$ cat src/rtl/shr_pkg.sv
package shr_pkg;
  localparam int CHAR_W = 8;
  localparam int CNT_W  = $clog2(CHAR_W + 2);

  typedef enum logic [1:0] {
    MODE_SYNC8  = 2'b00,
    MODE_SYNC16 = 2'b01,
    MODE_NONE   = 2'b10,
    MODE_EXT    = 2'b11
  } sync_mode_e;

  // length code to number of data bits
  function automatic logic [CNT_W-1:0] char_bits(input logic [1:0] code);
    case (code)
      2'b00:   return CNT_W'(5);
      2'b10:   return CNT_W'(6);
      2'b01:   return CNT_W'(7);
      default: return CNT_W'(8);
    endcase
  endfunction
endpackage

$ cat src/rtl/shr_hunt.sv
module shr_hunt
  import shr_pkg::*;
#(
  parameter int SW = 8
) (
  input  logic          clk,
  input  logic          rst_n,
  input  logic          active,
  input  logic          hunt_req,
  input  logic          bit_en,
  input  logic          bit_in,
  input  logic          ext_sync,
  input  sync_mode_e    mode,
  input  logic [SW-1:0] sync_a,
  input  logic [SW-1:0] sync_b,
  output logic          locked,
  output logic          lock_evt
);
  localparam int WW = 2 * SW;
  localparam int FW = $clog2(WW + 1);

  logic [WW-1:0] win, win_nx;
  logic [FW-1:0] fill, fill_nx;
  logic          match;

  always_comb begin
    win_nx  = {bit_in, win[WW-1:1]};
    fill_nx = (fill == FW'(WW)) ? fill : fill + FW'(1);
    case (mode)
      MODE_SYNC8:  match = (fill_nx >= FW'(SW)) && (win_nx[WW-1:SW] == sync_b);
      MODE_SYNC16: match = (fill_nx == FW'(WW)) && (win_nx == {sync_b, sync_a});
      MODE_EXT:    match = ext_sync;
      default:     match = 1'b0;
    endcase
    lock_evt = active && !hunt_req && !locked && bit_en && match;
  end

  always_ff @(posedge clk or negedge rst_n) begin
    if (!rst_n) begin
      win    <= '0;
      fill   <= '0;
      locked <= 1'b0;
    end else if (!active || hunt_req) begin
      win    <= '0;
      fill   <= '0;
      locked <= 1'b0;
    end else if (!locked && bit_en) begin
      win  <= win_nx;
      fill <= fill_nx;
      if (match) locked <= 1'b1;
    end
  end
endmodule

$ cat src/rtl/shr_assemble.sv
module shr_assemble #(
  parameter int W  = 8,
  parameter int CW = 4
) (
  input  logic          clk,
  input  logic          rst_n,
  input  logic          clear,
  input  logic          step,
  input  logic          bit_in,
  input  logic [CW-1:0] nbits,
  input  logic          par_en,
  input  logic          par_even,
  output logic          done,
  output logic [W-1:0]  char_data,
  output logic          par_err
);
  localparam int IW = $clog2(W);

  logic [CW-1:0] cnt;
  logic [W-1:0]  data, data_nx;
  logic          last;
  logic          ones;

  always_comb begin
    data_nx = data;
    if (cnt < nbits) data_nx[cnt[IW-1:0]] = bit_in;
    last      = (cnt == nbits + CW'(par_en) - CW'(1));
    done      = step && last;
    char_data = data_nx;
    // on the last step of a parity character bit_in is the parity bit
    ones      = (^data_nx) ^ bit_in;
    par_err   = par_en && (ones ^ !par_even);
  end

  always_ff @(posedge clk or negedge rst_n) begin
    if (!rst_n) begin
      cnt  <= '0;
      data <= '0;
    end else if (clear) begin
      cnt  <= '0;
      data <= '0;
    end else if (step) begin
      if (last) begin
        cnt  <= '0;
        data <= '0;
      end else begin
        cnt  <= cnt + CW'(1);
        data <= data_nx;
      end
    end
  end
endmodule

$ cat src/rtl/shr_crc.sv
module shr_crc #(
  parameter int             W      = 8,
  parameter int             CW     = 4,
  parameter int             CRC_W  = 16,
  parameter logic [CRC_W-1:0] POLY = 16'h1021,
  parameter logic [CRC_W-1:0] INIT = '0
) (
  input  logic             clk,
  input  logic             rst_n,
  input  logic             clear,
  input  logic             upd,
  input  logic [W-1:0]     data,
  input  logic [CW-1:0]    nbits,
  output logic [CRC_W-1:0] crc
);
  function automatic logic [CRC_W-1:0] advance(input logic [CRC_W-1:0] c,
                                               input logic [W-1:0]     d,
                                               input logic [CW-1:0]    n);
    logic [CRC_W-1:0] r;
    logic             fb;
    r = c;
    for (int i = 0; i < W; i++) begin
      if (CW'(i) < n) begin
        fb = r[CRC_W-1] ^ d[i];
        r  = {r[CRC_W-2:0], 1'b0} ^ (fb ? POLY : '0);
      end
    end
    return r;
  endfunction

  always_ff @(posedge clk or negedge rst_n) begin
    if (!rst_n)      crc <= INIT;
    else if (clear)  crc <= INIT;
    else if (upd)    crc <= advance(crc, data, nbits);
  end
endmodule

$ cat src/rtl/sync_hunt_rx.sv
module sync_hunt_rx
  import shr_pkg::*;
#(
  parameter int               CRC_W    = 16,
  parameter logic [CRC_W-1:0] CRC_POLY = 16'h1021,
  parameter logic [CRC_W-1:0] CRC_INIT = '0
) (
  input  logic              clk,
  input  logic              rst_n,
  input  logic              bit_en,
  input  logic              bit_in,
  input  logic              ext_sync,
  input  logic              dcd,
  input  logic              cfg_rx_en,
  input  logic              cfg_hunt,
  input  logic              cfg_auto_en,
  input  logic              cfg_sync_inhibit,
  input  logic              cfg_crc_en,
  input  logic [1:0]        cfg_char_len,
  input  logic              cfg_par_en,
  input  logic              cfg_par_even,
  input  logic [1:0]        cfg_sync_mode,
  input  logic [CHAR_W-1:0] sync_lo,
  input  logic [CHAR_W-1:0] sync_hi,
  output logic [CHAR_W-1:0] out_data,
  output logic              out_valid,
  input  logic              out_ready,
  output logic              out_par_err,
  output logic              synced,
  output logic              crc_zero
);
  sync_mode_e       mode;
  logic             active, locked, lock_evt, step;
  logic [CNT_W-1:0] nbits;
  logic [CHAR_W-1:0] mask, char_data;
  logic             done, par_err, sync_hit, inhibit, deliver;
  logic [CRC_W-1:0] crc;

  always_comb begin
    mode    = sync_mode_e'(cfg_sync_mode);
    active  = cfg_rx_en && (!cfg_auto_en || dcd);
    nbits   = char_bits(cfg_char_len);
    mask    = ~({CHAR_W{1'b1}} << nbits);
    step    = bit_en && locked && active && !cfg_hunt;
    sync_hit = (char_data == (sync_hi & mask)) ||
               ((mode == MODE_SYNC16) && (char_data == (sync_lo & mask)));
    inhibit = cfg_sync_inhibit && sync_hit;
    deliver = done && !inhibit;
  end

  shr_hunt #(.SW(CHAR_W)) u_hunt (
    .clk      (clk),
    .rst_n    (rst_n),
    .active   (active),
    .hunt_req (cfg_hunt),
    .bit_en   (bit_en),
    .bit_in   (bit_in),
    .ext_sync (ext_sync),
    .mode     (mode),
    .sync_a   (sync_lo),
    .sync_b   (sync_hi),
    .locked   (locked),
    .lock_evt (lock_evt)
  );

  shr_assemble #(.W(CHAR_W), .CW(CNT_W)) u_asm (
    .clk       (clk),
    .rst_n     (rst_n),
    .clear     (!locked),
    .step      (step),
    .bit_in    (bit_in),
    .nbits     (nbits),
    .par_en    (cfg_par_en),
    .par_even  (cfg_par_even),
    .done      (done),
    .char_data (char_data),
    .par_err   (par_err)
  );

  shr_crc #(.W(CHAR_W), .CW(CNT_W), .CRC_W(CRC_W), .POLY(CRC_POLY), .INIT(CRC_INIT)) u_crc (
    .clk   (clk),
    .rst_n (rst_n),
    .clear (lock_evt),
    .upd   (done && cfg_crc_en && !inhibit),
    .data  (char_data),
    .nbits (nbits),
    .crc   (crc)
  );

  always_ff @(posedge clk or negedge rst_n) begin
    if (!rst_n) begin
      out_valid   <= 1'b0;
      out_data    <= '0;
      out_par_err <= 1'b0;
    end else if (deliver) begin
      out_valid   <= 1'b1;
      out_data    <= char_data;
      out_par_err <= par_err;
    end else if (out_ready) begin
      out_valid   <= 1'b0;
    end
  end

  assign synced   = locked;
  assign crc_zero = (crc == '0);
endmodule

$ cat config.mk
export PLATFORM = sky130hd
export DESIGN_NAME = sync_hunt_rx
export DESIGN_NICKNAME = d
export VERILOG_FILES = /design/src/rtl/shr_pkg.sv /design/src/rtl/shr_hunt.sv /design/src/rtl/shr_assemble.sv /design/src/rtl/shr_crc.sv /design/src/rtl/sync_hunt_rx.sv
export SDC_FILE = /design/constraint.sdc
export NUM_CORES = 1
export LEC_CHECK = 0
export BUFFER_PORTS_ARGS = -buffer_cell sky130_fd_sc_hd__buf_4
export CAP_MARGIN = 20
export CORE_AREA = 2 2 109 111
export CTS_CLUSTER_DIAMETER = 30
export DETAILED_ROUTE_END_ITERATION = 10
export DIE_AREA = 0 0 111 113
export HOLD_SLACK_MARGIN = 0.15
export PLACE_DENSITY = 0.72
export SLEW_MARGIN = 25
export SYNTH_ARGS = -nofsm -noshare
export SYNTH_HDL_FRONTEND = slang
export SYNTH_SLANG_ARGS = --single-unit
$ cat constraint.sdc
create_clock -name clk -period 6.7 [get_ports clk]
set_input_delay 1.34 -clock clk [delete_from_list [all_inputs] [get_ports clk]]
set_output_delay 1.34 -clock clk [all_outputs]
set_load 0.02 [all_outputs]
==> flow_summary.toml <==
[outcome]
status = "finished, final reports clean"

[synthesis]
synth_area_mm2 = 0.00505
ys_seq_area_frac = 0.292
yosys_warnings = 0
syn_inst = 627
synth_edf_count = 0
synth_top_area_frac = 0.292
synth-async-reset-ratio = 1.00
avgSynthCellArea_um2 = 8.05
synthFlopType = "dfrtp_1"
synth_top_area_cell = "dfrtp_1"
synthTopCellsByArea = "dfrtp_1 (29%), xnor2_1 (7.3%), nand2_1 (6.4%), o21ai_0 (4.7%), a21oi_1 (4.2%)"
syn_nets = 672
synth.distinct_cells = 71
synth_seq_cells = 59

[final_layout]
fin_nets = 693
synthToLayoutAreaGrowth_pct = 13.5
drive_above_1_share = 0.129
diodes = 0
fillCellCount = 1077
fin_cells = 796

[route]
ant_nets = 0
first_pass_iters = 5
wl_per_cell_um = 19.3
drt-initial-drc-count = 509
viasPerCell = 6.22
wl_mm = 15.4
drc = 0
num_vias = 4951

[clocking]
cts_tree = "built"
cts_root_buf = "clkbuf_16"
clk_path_buf_depth = 2
hold_buffers = 0
cts.repair.resized = 0
cts-htree-levels = 3
cts_buffers = 9
postCtsSetupBuffers = 0
cts_sinks = 59
clkTransAtPathRegs_ns = 0.05
clkLatencyLatePin_ns = 0.35

[place]
dpl.cell_count = 780
gp_congestion = 0.994
dp_hpwl_mm = 11.2
port_buffers = 45

[timing]
setup_viol = 0
worstMarginPinSlew_ns = 0.965
rsz0062_at_grt = "no"
slew_headroom = 0.357
clock_skew_ns = 0.00874
fin_crit_sh = 0.780
hold_violations = 0
maxSlewViolCount = 0
fin_crit_ns = 5.23
fmax_mhz = 191
tns_ns = 0

[grt]
gr-usage-met1 = 0.349
grt-ovfl-total = 0
grt_pass1_wl_mm = 24.7
track_usage = 0.251
grt_pass1_vias = 4561
antenna_found_initial = 0
top_usage_layer = "met2"
grt_max_degree = 60
met2_usage = 0.388
grtUsageMet3 = 0.0493

[worst_setup_path]
cp_top_family = "simple AND/OR/NAND/NOR gates"
cpMaxStageDelayCell = "o211ai_1"
endpoint_kind = "flip-flop"
arrival_ns = 5.46
critPathLaunch = "cfg_char_len[1]"
crit_type = "input pin to flip-flop"
path_depth = 14
crit_path_max_incr_delay_ns = 0.63
worstSetupStartpointType = "input pin"
critPathRequiredTime_ns = 6.94
cpMostUsedCell = "inv_1"
r2r_cells = 10
crit_chain = "buf_4, inv_1, ha_1, inv_1, ha_1, o21a_1, o211ai_1, nand4_1, and3_1, or4_1, or4_1, nand3_2, inv_1, a31o_2"
cp.buffers_inverters = 4
worstPathMaxFanout = 28
timing.rr.start = "u_asm.cnt[1]"

[pwr]
p_clk_frac = 0.493
p_per_area_mw_per_mm2 = 170
p_int_mw = 0.718
leakagePower_nw = 2.43
switching_share = 0.265
irDropWorstVdd_uv = 109
p_sw_mw = 0.259
combinationalPowerShare = 0.141
pwr-share-seq = 0.367

[run]
drv_cap = 0

[die]
rows = 39
dieArea_mm2 = 0.0125
chipHeight_um = 113
core_area_mm2 = 0.0113
ioPinCount = 46
initial_core_util = 0.448
die_w_um = 111

[hold_path]
hold_class = "flip-flop to flip-flop"
holdPathStages = 2
hold_path.startpoint = "out_data[3]"
metal layers:
metal | up-vias | part of all wire | wire length, µm
li1 | 2319 | - | -
met1 | 2398 | 0.45 | 6970
met2 | 209 | 0.46 | 7000
met3 | 25 | 0.070 | 1070
met4 | 0 | 0.021 | 329
met5 | - | 0 | 0
cells in the final DEF (no fill, tap or decap), types with 7 or more instances in the layout:
cell type  netlist  layout
nand3_1         24      24
clkbuf_16        0       9
nor2_1          38      38
nor3_1          18      18
mux2i_1          9       9
ha_1            11      11
and3_1          16      16
inv_1           19      19
xnor3_1          7       7
or3_1           10      10
buf_4            0      50
xnor2_1         42      42
a211oi_1         8       8
o21ai_0         47      47
a21oi_1         42      42
dfrtp_1         59      59
nand4_1          9       9
nor4_1          13      13
o211ai_1         7       7
xor2_1           9       9
nand2_1         86      86
cells by family after synthesis:
| family | count (synthesis) | synth area share |
|---|---|---|
| multiplexers | 17 | 0.0401 |
| AND/OR/NAND/NOR | 251 | 0.249 |
| flip-flops | 59 | 0.292 |
| XOR/XNOR | 58 | 0.120 |
| adder cells (fa/ha/maj) | 11 | 0.0273 |
| buffers and inverters | 60 | 0.0498 |
| AO/OA/AOI/OAI | 171 | 0.222 |
cell usage after synthesis (3+ instances only):
library cell and number:
nand4_1 9, o211ai_1 7, o31ai_1 5, a21oi_1 42, nor3_1 18, a21o_1 6
a2111oi_0 3, and2_1 6, a211oi_1 8, a31oi_1 5, and3_1 16, xnor2_1 42
mux2i_1 9, clkbuf_1 32, o21ai_0 47, mux2_2 6, nor4_1 13, dfrtp_1 59
o22ai_1 4, a22oi_1 3, o311ai_0 4, xor2_1 9, nand2_1 86, buf_6 3
nor2b_1 5, buf_2 3, o21a_1 5, nand3_1 24, a21boi_0 5, nor2_1 38
ha_1 11, or4_1 5, or3_1 10, nor3b_1 3, inv_1 19, xnor3_1 7
sequential cells by signal, summed over array words and instances (netlist names):
name / count
u_hunt.locked: 1
out_data: 8
u_hunt.win: 15
out_par_err: 1
u_crc.crc: 16
out_valid: 1
u_hunt.fill: 5
u_asm.cnt: 4
u_asm.data: 8
path summary, 6_finish.rpt:
path	to	slack [ns]
worst min-delay path	out_data[3]	0.48
worst max-delay path	u_crc.crc[1]	1.47
worst max register to register	u_crc.crc[1]	2.19
worst min register to register	out_data[3]	0.48
max in group asynchronous	u_asm.data[6]	5.05
min in group asynchronous	u_crc.crc[2]	1.08
power by group through the flow:
stage / logic, mW / registers (mW) / clock network, mW
CTS: 0.135 / 0.358 / 0.485
finish: 0.137 / 0.358 / 0.481
global route: 0.150 / 0.358 / 0.503
detailed placement: 0.134 / 0.364 / 0
global placement: 0.132 / 0.364 / 0
floorplan: 0.0833 / 0.364 / 0
final cells by class:
class                   count  area (µm²)  area share
clock buffers              12         256      0.0448
clock inverters             4        48.8     0.00851
inverters                  20        75.1      0.0131
multi-input cells         508        3320       0.579
flip-flops and latches     59        1480       0.258
well taps                 143         179      0.0312
repair buffers             50         375      0.0655
metrics by stage:
step           power, mW  cell area (µm²)  hold WS, ns   util  setup WS (ns)
4_1_cts            0.979             5730        0.486  0.508           1.57
3_5_place_dp       0.499             5430        0.474  0.481           1.22
6_report           0.977             5730        0.477  0.508           1.47
2_1_floorplan      0.448             5050        0.444      -           1.98
5_1_grt             1.01             5730        0.513  0.508           1.21
3_3_place_gp       0.497             5430        0.464  0.481           1.32
worst min-delay path, cell delays in order, from the launching register on:
cell and delay [ns]:
dfrtp_1 0.34, nand2_1 0.05, o21ai_0 0.06
Power figures use the tool's default switching activity.
